[src/rtl/nold_pkg.sv]
package nold_pkg;

  localparam int unsigned NOLD_PHASES = 3;
  localparam int unsigned NOLD_TW     = 16;

  typedef logic [NOLD_TW-1:0]     tmo_t;
  typedef logic [NOLD_PHASES-1:0] phvec_t;

  // True when one more tick reaches or passes the programmed limit.
  function automatic logic f_tick_expires(input tmo_t cnt, input tmo_t lim);
    logic [NOLD_TW:0] nxt;
    nxt = {1'b0, cnt} + {{NOLD_TW{1'b0}}, 1'b1};
    return (nxt >= {1'b0, lim});
  endfunction

  // Next value of the sticky event flag: a new event beats a clear.
  function automatic logic f_evt_next(input logic cur, input logic clr, input logic ev);
    return (cur & ~clr) | ev;
  endfunction

endpackage

[src/rtl/nold_phase_timer.sv]
module nold_phase_timer
  import nold_pkg::*;
#(
  parameter int unsigned TW = NOLD_TW
) (
  input  logic          clk,
  input  logic          rst_n,
  input  logic          tick_i,
  input  logic          incr_i,
  input  logic [TW-1:0] limit_i,
  output logic          idle_q_o,
  output logic          idle_d_o
);

  logic [TW-1:0] cnt_q, cnt_d;
  logic          idle_q, idle_d;
  logic          disabled;
  logic          expires;

  assign disabled = (limit_i == '0);
  assign expires  = f_tick_expires(tmo_t'(cnt_q), tmo_t'(limit_i));

  always_comb begin
    cnt_d  = cnt_q;
    idle_d = idle_q;
    if (disabled) begin
      cnt_d  = '0;
      idle_d = 1'b0;
    end else if (incr_i) begin
      cnt_d  = '0;
      idle_d = 1'b0;
    end else if (tick_i && !idle_q) begin
      if (expires) idle_d = 1'b1;
      else         cnt_d  = cnt_q + 1'b1;
    end
  end

  always_ff @(posedge clk or negedge rst_n) begin
    if (!rst_n) begin
      cnt_q  <= '0;
      idle_q <= 1'b0;
    end else begin
      cnt_q  <= cnt_d;
      idle_q <= idle_d;
    end
  end

  assign idle_q_o = idle_q;
  assign idle_d_o = idle_d;

endmodule

[src/rtl/nold_event_merge.sv]
module nold_event_merge #(
  parameter int unsigned NPH = 3
) (
  input  logic [NPH-1:0] idle_q_i,
  input  logic [NPH-1:0] idle_d_i,
  output logic [NPH-1:0] enter_o,
  output logic [NPH-1:0] leave_o,
  output logic           any_evt_o
);

  for (genvar k = 0; k < NPH; k++) begin : g_ph
    assign enter_o[k] = idle_d_i[k] & ~idle_q_i[k];
    assign leave_o[k] = ~idle_d_i[k] & idle_q_i[k];
  end

  assign any_evt_o = |(enter_o | leave_o);

endmodule

[src/rtl/nold_evt_irq.sv]
module nold_evt_irq
  import nold_pkg::*;
(
  input  logic clk,
  input  logic rst_n,
  input  logic any_evt_i,
  input  logic wr_i,
  input  logic wdata_i,
  input  logic irq_en_i,
  output logic evt_o,
  output logic irq_n_o
);

  logic evt_q;
  logic clr;

  assign clr = wr_i & wdata_i;

  always_ff @(posedge clk or negedge rst_n) begin
    if (!rst_n) evt_q <= 1'b0;
    else        evt_q <= f_evt_next(evt_q, clr, any_evt_i);
  end

  assign evt_o   = evt_q;
  assign irq_n_o = ~(evt_q & irq_en_i);

endmodule

[src/rtl/nold_detector.sv]
module nold_detector
  import nold_pkg::*;
#(
  parameter int unsigned NPH = NOLD_PHASES,
  parameter int unsigned TW  = NOLD_TW
) (
  input  logic           clk,
  input  logic           rst_n,
  input  logic           tick_i,
  input  logic [NPH-1:0] incr_i,
  input  logic [TW-1:0]  timeout_i,
  input  logic           irq_en_i,
  input  logic           evt_wr_i,
  input  logic           evt_wdata_i,
  output logic [NPH-1:0] idle_o,
  output logic           evt_o,
  output logic           irq_n_o,
  output logic [NPH-1:0] accum_en_o
);

  logic [NPH-1:0] idle_q, idle_d;
  logic [NPH-1:0] enter_w, leave_w;
  logic           any_evt_w;

  for (genvar k = 0; k < NPH; k++) begin : g_tmr
    nold_phase_timer #(.TW(TW)) u_tmr (
      .clk      (clk),
      .rst_n    (rst_n),
      .tick_i   (tick_i),
      .incr_i   (incr_i[k]),
      .limit_i  (timeout_i),
      .idle_q_o (idle_q[k]),
      .idle_d_o (idle_d[k])
    );
  end

  nold_event_merge #(.NPH(NPH)) u_merge (
    .idle_q_i  (idle_q),
    .idle_d_i  (idle_d),
    .enter_o   (enter_w),
    .leave_o   (leave_w),
    .any_evt_o (any_evt_w)
  );

  nold_evt_irq u_irq (
    .clk       (clk),
    .rst_n     (rst_n),
    .any_evt_i (any_evt_w),
    .wr_i      (evt_wr_i),
    .wdata_i   (evt_wdata_i),
    .irq_en_i  (irq_en_i),
    .evt_o     (evt_o),
    .irq_n_o   (irq_n_o)
  );

  assign idle_o     = idle_q;
  assign accum_en_o = ~idle_q;

endmodule

[config.mk]
export PLATFORM = sky130hd
export DESIGN_NAME = nold_detector
export DESIGN_NICKNAME = d
export VERILOG_FILES = /design/src/rtl/nold_pkg.sv /design/src/rtl/nold_phase_timer.sv /design/src/rtl/nold_event_merge.sv /design/src/rtl/nold_evt_irq.sv /design/src/rtl/nold_detector.sv
export SDC_FILE = /design/constraint.sdc
export NUM_CORES = 1
export LEC_CHECK = 0
export BUFFER_PORTS_ARGS = -buffer_cell sky130_fd_sc_hd__clkbuf_2
export CAP_MARGIN = 20
export CORE_MARGIN = 1.5
export CORE_UTILIZATION = 50
export CTS_CLUSTER_SIZE = 30
export DETAILED_ROUTE_END_ITERATION = 12
export PLACE_DENSITY = 0.68
export SLEW_MARGIN = 20
export SYNTH_ARGS = -nofsm -noshare
export SYNTH_HDL_FRONTEND = slang
export SYNTH_HIERARCHICAL = 1
export SYNTH_SLANG_ARGS = --single-unit
export TNS_END_PERCENT = 100
[constraint.sdc]
create_clock -name clk -period 4.5 [get_ports clk]
set_input_delay 0.225 -clock clk [delete_from_list [all_inputs] [get_ports clk]]
set_output_delay 0.225 -clock clk [all_outputs]
set_load 0.02 [all_outputs]
==> metrics.md, run 1 <==
| Metric | Value |
|---|---|
| GRT Residual Overflow | `0` |
| First-pass GRT wire length | `19,300 um` |
| Core Area | `0.00928 mm^2` |
| CP max-delay cell | `or4_1` |
| CTS tree | `done` |
| Clock skew | `0.0120 ns` |
| Hold-fix buffers, CTS | `0` |
| Worst-case reg-to-reg path depth | `11` |
| Hold Fails Final Rpt | `0` |
| Max stage delay on crit path | `0.57 ns` |
| Layout cells sized above 1 | `0.133` |
| WP buf/inv | `0` |
| Max Slew Vio Count | `0` |
| Drt total wl | `11,400 um` |
| Routability cong. | `0.856` |
| ANT cells | `0` |
| Drt pass-1 iters | `5` |
| Wire per inst | `16.0 um` |
| Nets@finish | `663` |
| Stages on the worst setup path | `11` |
| Layout area overhead | `5.88%` |
| HP Class | `input port to async pin` |
| Yosys warns | `6` |
| Area of the multi-input gates | `0.00317 mm^2` |
| Io pins | `33` |
| R2R setup slack | `0.82 ns` |
| Cts bufs inserted | `5` |
| Inst Count DP | `706` |
| Number of gates resized after CTS | `0` |
| First DRT Iteration DRCs | `246` |
| Maximum fanout along the worst path | `23` |
| Setup_tns | `0 ns` |
| Worst setup path endpoint | `g_tmr[0].u_tmr/cnt_q[3]` |
| Worst r2r src | `g_tmr[0].u_tmr/cnt_q[2]` |
| Worst path cell trace | `nand3_2 -> nor2_1 -> nand4_1 -> xnor2_1 -> ha_1 -> a21o_1 -> a211o_1 -> a31oi_2 -> nand4_2 -> or4_1 -> a21oi_1` |
| Initial Util | `0.520` |
| Final Setup Violations | `0` |
| Clk buf depth | `2` |
| DRC | `0` |
| Worst-Margin Slew | `0.881 ns` |
| Pin count of the biggest net entering global routing | `53` |
| ANT nets after route | `0` |
| RSZ-0062 raised after global routing | `no` |
| CTS Sinks | `52` |
| Initial antenna violation count | `0` |
| PwrDens | `174 mW/mm^2` |
| Max-Cap Viols | `0` |
| Lkg Pwr | `2.37 nW` |
| Worst Setup End Kind | `flop` |
| Root buffer cell | `clkbuf_8` |
| Achievable Freq | `0.272 GHz` |
| FP Rows | `35` |
| H-tree Lvls | `2` |
| Crit start category | `flop` |
| Vias in the first global route | `4,072` |
| Max_slew headroom | `0.411` |
| Skew-Pair Late Insertion Delay | `0.31 ns` |
| Fillers | `893` |
| Largest delay share family, worst path | `simple AND/OR/NAND/NOR gates` |
| Final Critical Period | `3.68 ns` |
| HPWL after DPL | `8480 um` |
| WP data required | `4.73 ns` |
| Syn nets | `638` |
| Final period util | `0.817` |
| Total die area | `0.0103 mm^2` |
| GRT Resource Usage Total | `0.234` |
| CP Launch Point | `g_tmr[0].u_tmr/cnt_q[2]` |
| Worst vdd ir | `0.100 mV` |
| Reg area | `0.00130 mm^2` |
| Vias per inst | `6.01` |
| Kind of critical path | `flop to flop` |
| Core Util, Final | `0.551` |
| Critical Path AT | `3.90 ns` |
| Crit Reg-Reg Endpoint | `g_tmr[0].u_tmr/cnt_q[3]` |
| Syn avg cell area | `8.64 um^2` |
| Die W | `101 um` |
| Status | `complete, no violations` |
| Buffers on Ports | `32` |
| Post-synth design cell area | `0.00483 mm^2` |
| Design Area, Final | `0.00511 mm^2` |
| Vias | `4,288` |
| Cell count after synthesis | `559` |
| Reg clk slew, reported paths | `0.10 ns` |
| Non-filler instance count after layout | `714` |
| Setup bufs post-CTS | `0` |
| Die Y | `101 um` |
| Area post-placement | `0.00502 mm^2` |
==> layer usage <==
metal	share of wire	GRT usage	up-vias
li1	-	-	2117
met1	0.47	0.318	2054
met2	0.47	0.401	103
met4	0.014	0.0534	0
met5	0	0	-
met3	0.044	0.0269	14
==> cell usage in the layout (no fill, tap or decap), types with 3 or more instances in the layout <==
cell,count
or3_1,11
nand2_1,43
nor3_2,3
o21ai_0,19
nor4_1,13
xnor2_1,32
nand4_2,5
nor2_4,3
ha_1,54
a41oi_1,4
inv_1,55
clkbuf_2,32
xor2_1,12
o31ai_1,22
dfrtp_1,52
clkbuf_8,6
a31o_1,8
nor2_1,31
o21ai_1,4
and4_1,4
or4_1,22
buf_4,3
nand3_1,18
nand3_2,5
nand4_1,24
and3_1,6
a21oi_1,48
a21o_1,5
==> through the flow <==
stage               total power [mW]  setup slack [ns]  hold slack [ns]
CTS                            0.904             0.819           0.0794
global route                   0.938             0.505            0.118
detailed placement             0.613             0.862            0.422
floorplan                      0.563              1.24          -0.0706
global placement               0.608             0.941            0.404
finish                         0.892             0.822           0.0437
==> registers in the layout, summed over array words and instances, names as in the netlist <==
signal and cells:
g_tmr.u_tmr/cnt_q 48, g_tmr.u_tmr/idle_q_o 3, u_irq/evt_o 1
==> power by group <==
part / internal, mW / total (mW) / switching (mW) / leakage, nW
clock: 0.126 / 0.287 / 0.161 / 0.0455
combinational: 0.0399 / 0.127 / 0.0870 / 1.61
sequential: 0.472 / 0.478 / 0.00605 / 0.723
total: 0.638 / 0.892 / 0.254 / 2.37
==> area by class of cell <==
class,instances,area share
sequential,52,0.255
inverter,55,0.0404
multi-input combinational,435,0.620
timing repair buffer,35,0.0357
clock buffer,8,0.0176
tap,129,0.0316
==> how the worst min path moves through the flow <==
stage	startpoint	to	cells past startpoint
floorplan	rst_n	g_tmr[0].u_tmr/cnt_q[0]	0
global placement	rst_n	g_tmr[1].u_tmr/cnt_q[13]	2
detailed placement	rst_n	g_tmr[1].u_tmr/cnt_q[15]	2
CTS	rst_n	g_tmr[0].u_tmr/cnt_q[15]	2
global route	rst_n	g_tmr[1].u_tmr/cnt_q[15]	2
finish	rst_n	g_tmr[1].u_tmr/cnt_q[15]	2
Power figures use the tool's default switching activity.
==> run 2: changes to the inputs <==
==> constraint.sdc (replaced) <==
create_clock -name clk -period 3.8 [get_ports clk]
set_input_delay 0.19 -clock clk [delete_from_list [all_inputs] [get_ports clk]]
set_output_delay 0.19 -clock clk [all_outputs]
set_load 0.02 [all_outputs]
==> run 2 against run 1 <==
Non-clock buffer count up 9. Worst setup slack worse by 0.58 ns. Global-route usage up 0.41 points. Hold slack better by 0.099 ns. Largest power group unchanged. Final area up 1.6%. Clock skew down 0.0022 ns. Die area unchanged. Clock power up 17%.
==> metrics.md, run 2 (same netlist as run 1, synthesis figures left out) <==
| Metric | Value |
|---|---|
| Status | `complete, no violations` |
| Met2 wire length | `5710 um (+5.8%)` |
| Layout area overhead | `7.54%` |
| PwrDens | `204 mW/mm^2 (+17%)` |
| Maximum fanout along the worst path | `28 (+22%)` |
| Nets@finish | `672 (+1.4%)` |
| Layout cells sized above 1 | `0.150 (+0.0165)` |
| Max Slew Vio Count | `0 (unchanged)` |
| Max_slew headroom | `0.487 (+0.0762)` |
| Drt total wl | `11,600 um (+1.1%)` |
| CTS Sinks | `52 (unchanged)` |
| Design Power | `1.06 mW (+19%)` |
| Area of the multi-input gates | `0.00318 mm^2 (+0.28%)` |
| WP data required | `4.04 ns (-0.69 ns)` |
| Highest metal used | `met4` |
| Max stage delay on crit path | `0.43 ns (-0.14 ns)` |
| Crit start category | `flop` |
| GRT Resource Usage Total | `0.238 (+0.00406)` |
| Lkg Pwr | `2.41 nW (+1.7%)` |
| Total die area | `0.0103 mm^2 (unchanged)` |
| CP max-delay cell | `or3_2` |
| Pin count of the biggest net entering global routing | `29 (-45%)` |
| Worst Setup End Kind | `flop` |
| HPWL after DPL | `8870 um (+4.6%)` |
| Most frequent cells in the layout | `inv_1, ha_1, dfrtp_1, a21oi_1, nand2_1` |
| Reg area | `0.00130 mm^2 (about the same)` |
| Io pins | `33 (unchanged)` |
| H-tree Lvls | `2 (unchanged)` |
| Final Critical Period | `3.56 ns (-0.119 ns)` |
| Met3 wire length | `600 um (+20%)` |
| Initial antenna violation count | `0 (unchanged)` |
| Drt pass-1 iters | `5 (unchanged)` |
| Vias per inst | `6.04 (+0.55%)` |
| Cts bufs inserted | `5 (unchanged)` |
| Worst-case reg-to-reg path depth | `14 (+3)` |
| Area post-placement | `0.00507 mm^2 (+1.0%)` |
| FP Rows | `35 (unchanged)` |
| Skew-Pair Late Insertion Delay | `0.31 ns (about the same)` |
| Crit Reg-Reg Endpoint | `g_tmr[1].u_tmr/cnt_q[4]` |
| Critical Path AT | `3.79 ns (-0.11 ns)` |
| ANT cells | `0 (unchanged)` |
| Vias | `4,366 (+1.8%)` |
| Buffers on Ports | `32 (unchanged)` |
| Root buffer cell | `clkbuf_8` |
| Core Area | `0.00928 mm^2 (unchanged)` |
| Max-Cap Viols | `0 (unchanged)` |
| Final period util | `0.937 (+0.119)` |
| HP Class | `input port to flop` |
| Max reg flops | `48 (unchanged)` |
| Final Setup Violations | `0 (unchanged)` |
| DRT met1 WL | `5070 um (-5.8%)` |
| Worst hold path depth | `3` |
| Die W | `101 um (unchanged)` |
| Fillers | `894 (+0.11%)` |
| Setup_tns | `0 ns (unchanged)` |
| Worst vdd ir | `0.136 mV (+35%)` |
| Sink of the worst hold path | `u_irq/evt_o` |
| RSZ-0062 raised after global routing | `no` |
| Routability cong. | `0.862 (+0.63%)` |
| Kind of critical path | `flop to flop` |
| Wire per inst | `16.0 um (-0.12%)` |
| First DRT Iteration DRCs | `228 (-7.3%)` |
| Clock skew | `0.00976 ns (-0.00224 ns)` |
| Clk buf depth | `2 (unchanged)` |
| Die Y | `101 um (unchanged)` |
| Worst path cell trace | `ha_2 -> nand3_2 -> or2_2 -> nor2_1 -> xor2_1 -> ha_1 -> a21oi_1 -> o21ai_0 -> nor4_2 -> buf_4 -> o211ai_2 -> buf_4 -> or3_2 -> a21oi_1` |
| CTS tree | `done` |
| Biggest register | `g_tmr.u_tmr/cnt_q` |
| Reg clk slew, reported paths | `0.10 ns (about the same)` |
| DRC | `0 (unchanged)` |
| R2R setup slack | `0.24 ns (-0.58 ns)` |
| First-pass GRT wire length | `19,500 um (+1.2%)` |
| Achievable Freq | `0.281 GHz (+3.3%)` |
| Hold Startpoint | `evt_wdata_i` |
| Design Area, Final | `0.00519 mm^2 (+1.6%)` |
| Hold Fails Final Rpt | `0 (unchanged)` |
| ANT nets after route | `0 (unchanged)` |
| Vias in the first global route | `4,240 (+4.1%)` |
| Hold slack | `0.143 ns (+0.0989 ns)` |
| Worst r2r src | `g_tmr[1].u_tmr/cnt_q[0]` |
| Initial Util | `0.520 (unchanged)` |
| Worst-Margin Slew | `0.770 ns (-0.112 ns)` |
| GRT Residual Overflow | `0 (unchanged)` |
| Commonest non-fill, non-tap cell in the layout | `inv_1` |
-- run 2: stage by stage --
stage | utilization | std cells | setup WS (ns)
floorplan | - | 559 | 0.542
CTS | 0.557 | 722 | 0.296
finish | 0.559 | 723 | 0.241
detailed placement | 0.546 | 713 | 0.330
global route | 0.559 | 723 | 0.0214
global placement | 0.546 | 713 | 0.434
-- run 2: per-layer routing --
metal,up-vias,track usage
met3,21,0.0373
met1,2100,0.299
met5,-,0
met2,108,0.419
li1,2137,-
met4,0,0.0759
-- run 2: worst max-delay path by stage --
stage | from | to | cells past startpoint
after floorplan | g_tmr[1].u_tmr/cnt_q[0] | u_irq/evt_o | 16
after global placement | g_tmr[1].u_tmr/cnt_q[0] | u_irq/evt_o | 15
after detailed placement | g_tmr[1].u_tmr/cnt_q[0] | u_irq/evt_o | 15
after CTS | g_tmr[1].u_tmr/cnt_q[0] | u_irq/evt_o | 15
after global routing | g_tmr[1].u_tmr/cnt_q[1] | g_tmr[1].u_tmr/cnt_q[2] | 14
final | g_tmr[1].u_tmr/cnt_q[0] | g_tmr[1].u_tmr/cnt_q[4] | 14
-- run 2: cell type report --
type / instances / area share
sequential: 52 / 0.251
inverter: 55 / 0.0398
clock buffer: 8 / 0.0174
multi-input combinational: 435 / 0.612
tap: 129 / 0.0311
timing repair buffer: 44 / 0.0487
-- run 2: power by group --
part | total, mW | switching, mW | leakage [nW] | internal, mW
clock | 0.336 | 0.186 | 0.0455 | 0.149
sequential | 0.565 | 0.00683 | 0.721 | 0.559
combinational | 0.160 | 0.106 | 1.65 | 0.0535
total | 1.06 | 0.299 | 2.41 | 0.761
-- run 2: critical path: cells and delay by family, from the launching register on --
family / cells / cell delay (ns)
compound gates: 4 / 0.53
xor+xnor: 1 / 0.17
fa+ha+maj: 2 / 0.49
buf+inv: 2 / 0.39
flops: 1 / 0.42
simple gates: 5 / 1.49
-- run 2: timing repair --
item                       in CTS  in global routing
hold buffers                    1                  0
setup buffers                   0                  1
setup endpoints to repair       0                  1
resized for setup               0                  3
hold endpoints to repair       26                  0
==> run 3: changes to the inputs <==
--- a/config.mk
+++ b/config.mk
@@ -5,6 +5,7 @@
 export SDC_FILE = /design/constraint.sdc
 export NUM_CORES = 1
 export LEC_CHECK = 0
+export ABC_CLOCK_PERIOD_IN_PS = 4300
 export BUFFER_PORTS_ARGS = -buffer_cell sky130_fd_sc_hd__clkbuf_2
 export CAP_MARGIN = 20
 export CORE_MARGIN = 1.5
==> constraint.sdc (replaced) <==
create_clock -name clk -period 4.3 [get_ports clk]
set_input_delay 0.215 -clock clk [delete_from_list [all_inputs] [get_ports clk]]
set_output_delay 0.215 -clock clk [all_outputs]
set_load 0.02 [all_outputs]
==> run 3 against run 2 <==
Hold slack got worse by 0.10 ns. First-iteration DRC count increased by 51%. Power decreased by 15%. Maximum frequency decreased by 2.6%. Sequential cell count unchanged. Critical endpoint is now g_tmr[2].u_tmr/cnt_q[8]. Clock power decreased by 21%. Non-clock buffer count decreased by 9. Die area unchanged. Combinational power decreased by 18%. Final area decreased by 2.0%. Worst setup slack improved by 0.41 ns. Wire length decreased by 1.5%.
==> metrics.md, run 3 (same netlist as run 1, synthesis figures left out) <==
| Metric | Value |
|---|---|
| Status | `complete, no violations` |
| Most frequent cells in the layout | `inv_1, ha_1, dfrtp_1, a21oi_1, nand2_1` |
| CTS Sinks | `52 (unchanged)` |
| Lkg Pwr | `2.36 nW (-2.1%)` |
| Fillers | `903 (+1.0%)` |
| GRT Resource Usage Total | `0.235 (-0.00381)` |
| Sw frac | `0.286 (+0.00367)` |
| Initial Util | `0.520 (unchanged)` |
| WP data required | `4.52 ns (+0.48 ns)` |
| Cts bufs inserted | `5 (unchanged)` |
| Worst-Margin Slew | `0.895 ns (+0.125 ns)` |
| DRC | `0 (unchanged)` |
| Die W | `101 um (unchanged)` |
| Nets@finish | `663 (-1.3%)` |
| Max-Cap Viols | `0 (unchanged)` |
| Commonest non-fill, non-tap cell in the layout | `inv_1` |
| Biggest register | `g_tmr.u_tmr/cnt_q` |
| Root buffer cell | `clkbuf_8` |
| HPWL after DPL | `8560 um (-3.5%)` |
| First-pass GRT wire length | `19,300 um (-1.2%)` |
| PwrDens | `176 mW/mm^2 (-14%)` |
| Die Y | `101 um (unchanged)` |
| Non-filler instance count after layout | `711 (-1.7%)` |
| Worst path cell trace | `ha_1 -> nand2_1 -> nor2_4 -> nand4_2 -> or2_1 -> xnor2_1 -> ha_1 -> a21oi_1 -> o21ai_0 -> nand2b_1 -> nand4_2 -> or4_1 -> a21oi_1` |
| Vias | `4,263 (-2.4%)` |
| Final Critical Period | `3.65 ns (+0.0946 ns)` |
| Buffers on Ports | `32 (unchanged)` |
| Largest delay share family, worst path | `simple AND/OR/NAND/NOR gates` |
| Max_slew headroom | `0.402 (-0.0852)` |
| Core Area | `0.00928 mm^2 (unchanged)` |
| R2R setup slack | `0.65 ns (+0.41 ns)` |
| Kind of critical path | `flop to flop` |
| Worst vdd ir | `0.108 mV (-20%)` |
| Comb pwr share | `0.147 (-0.003)` |
| Pint | `641 uW (-16%)` |
| ANT nets after route | `0 (unchanged)` |
| Maximum fanout along the worst path | `23 (-18%)` |
| Part of the power in the clock network | `0.296 (-0.020)` |
| Crit start category | `flop` |
| First DRT Iteration DRCs | `345 (+51%)` |
| Vias per inst | `6.00 (-0.71%)` |
| Max Slew Vio Count | `0 (unchanged)` |
| Worst-case reg-to-reg path depth | `13 (-1)` |
| Layout area overhead | `5.44%` |
| Worst r2r src | `g_tmr[2].u_tmr/cnt_q[0]` |
| Clock skew | `0.00955 ns (-0.000212 ns)` |
| Drt pass-1 iters | `4 (-1)` |
| GRT Residual Overflow | `0 (unchanged)` |
| Max reg flops | `48 (unchanged)` |
| Number of gates resized after CTS | `0 (unchanged)` |
| Setup bufs post-CTS | `0 (unchanged)` |
| Final Setup Violations | `0 (unchanged)` |
| Layout cells sized above 1 | `0.132 (-0.0175)` |
| Vias in the first global route | `4,150 (-2.1%)` |
| Flop pwr share | `0.557 (+0.024)` |
| Critical Path AT | `3.88 ns (+0.09 ns)` |
| HP Class | `input port to async pin` |
| Hold-fix buffers, CTS | `0 (-1)` |
| WP buf/inv | `0 (-2)` |
| RSZ-0062 raised after global routing | `no` |
| Setup_tns | `0 ns (unchanged)` |
| ANT cells | `0 (unchanged)` |
| FP Rows | `35 (unchanged)` |
| Max stage delay on crit path | `0.59 ns (+0.16 ns)` |
| Wire per inst | `16.0 um (+0.13%)` |
| Hold Fails Final Rpt | `0 (unchanged)` |
| Routability cong. | `0.856 (-0.67%)` |
| Total die area | `0.0103 mm^2 (unchanged)` |
| Skew-Pair Late Insertion Delay | `0.30 ns (about the same)` |
| Clk buf depth | `2 (unchanged)` |
| Inst Count DP | `706 (-0.98%)` |
| CTS tree | `done` |
| Final period util | `0.850 (-0.0869)` |
| Worst Setup End Kind | `flop` |
| Initial antenna violation count | `0 (unchanged)` |
| Crit Reg-Reg Endpoint | `g_tmr[2].u_tmr/cnt_q[8]` |
| Io pins | `33 (unchanged)` |
| Switch Pwr | `256 uW (-14%)` |
| Reg clk slew, reported paths | `0.10 ns (about the same)` |
| Drt total wl | `11,400 um (-1.5%)` |
| H-tree Lvls | `2 (unchanged)` |
| Pin count of the biggest net entering global routing | `53 (+83%)` |
| CP max-delay cell | `or4_1` |
| Achievable Freq | `0.274 GHz (-2.6%)` |
[run 3: changes by cell type in the layout (fill, tap and decap cells not counted)]
cell	delta
buf_4	-8
clkbuf_1	-2
clkbuf_8	-1
dfrtp_1	+1
dfrtp_2	-1
dlygate4sd3_1	-1
ha_1	+1
ha_2	-1
o2111ai_1	+1
o2111ai_2	-1
[run 3: worst max path at each step]
stage / startpoint / to / slack (ns) / cells after the start
2_1_floorplan: g_tmr[1].u_tmr/cnt_q[0] / u_irq/evt_o / 1.04 / 16
3_3_place_gp: g_tmr[1].u_tmr/cnt_q[0] / g_tmr[1].u_tmr/cnt_q[4] / 0.74 / 12
6_report: g_tmr[2].u_tmr/cnt_q[0] / g_tmr[2].u_tmr/cnt_q[8] / 0.65 / 13
4_1_cts: g_tmr[1].u_tmr/cnt_q[0] / g_tmr[1].u_tmr/cnt_q[2] / 0.62 / 12
5_1_grt: g_tmr[1].u_tmr/cnt_q[0] / g_tmr[1].u_tmr/cnt_q[3] / 0.29 / 13
3_5_place_dp: g_tmr[2].u_tmr/cnt_q[0] / g_tmr[2].u_tmr/cnt_q[8] / 0.66 / 13
[run 3: final cells by class]
type                            instances  area [um^2]  share of cell area
Timing Repair Buffer                   35          183              0.0359
Clock buffer                            5         68.8              0.0135
Tap cell                              129          161              0.0317
Multi-Input combinational cell        435         3170               0.623
Sequential cell                        52         1300               0.256
Inverter                               55          206              0.0406
[run 3: per-stage QoR]
step	utilization	power (mW)	hold WS [ns]	setup WS (ns)	instance area, um^2
floorplan	-	0.590	-0.0806	1.04	4830
global placement	0.541	0.637	0.394	0.740	5020
detailed placement	0.541	0.641	0.404	0.662	5020
CTS	0.548	0.912	0.0668	0.619	5090
global route	0.548	0.941	0.113	0.292	5090
finish	0.548	0.897	0.0426	0.646	5090
[run 3: layer usage]
layer  global-route usage  routed length (um)  part of all wire  vias up
met5                    0                   0                 0        -
met4               0.0748                 215             0.019        0
met3               0.0352                 648             0.057       17
met2                0.397                5440              0.48       97
met1                0.309                5090              0.45     2028
li1                     -                   -                 -     2121
[run 3: power groups by stage]
stage / clock network (mW) / registers, mW / logic [mW]
final: 0.266 / 0.500 / 0.132
after global routing: 0.290 / 0.501 / 0.150
after CTS: 0.279 / 0.500 / 0.132
after detailed placement: 0 / 0.510 / 0.132
after global placement: 0 / 0.509 / 0.127
after floorplan: 0 / 0.508 / 0.0814
[run 3: worst reg2reg max path: cells and delay by family, from the launching register on]
kind / cells / cell delay [ns]
XOR/XNOR: 1 / 0.22
AO/OA/AOI/OAI: 3 / 0.41
AND/OR/NAND/NOR: 7 / 1.97
adder cells (fa/ha/maj): 2 / 0.55
flip-flops: 1 / 0.43
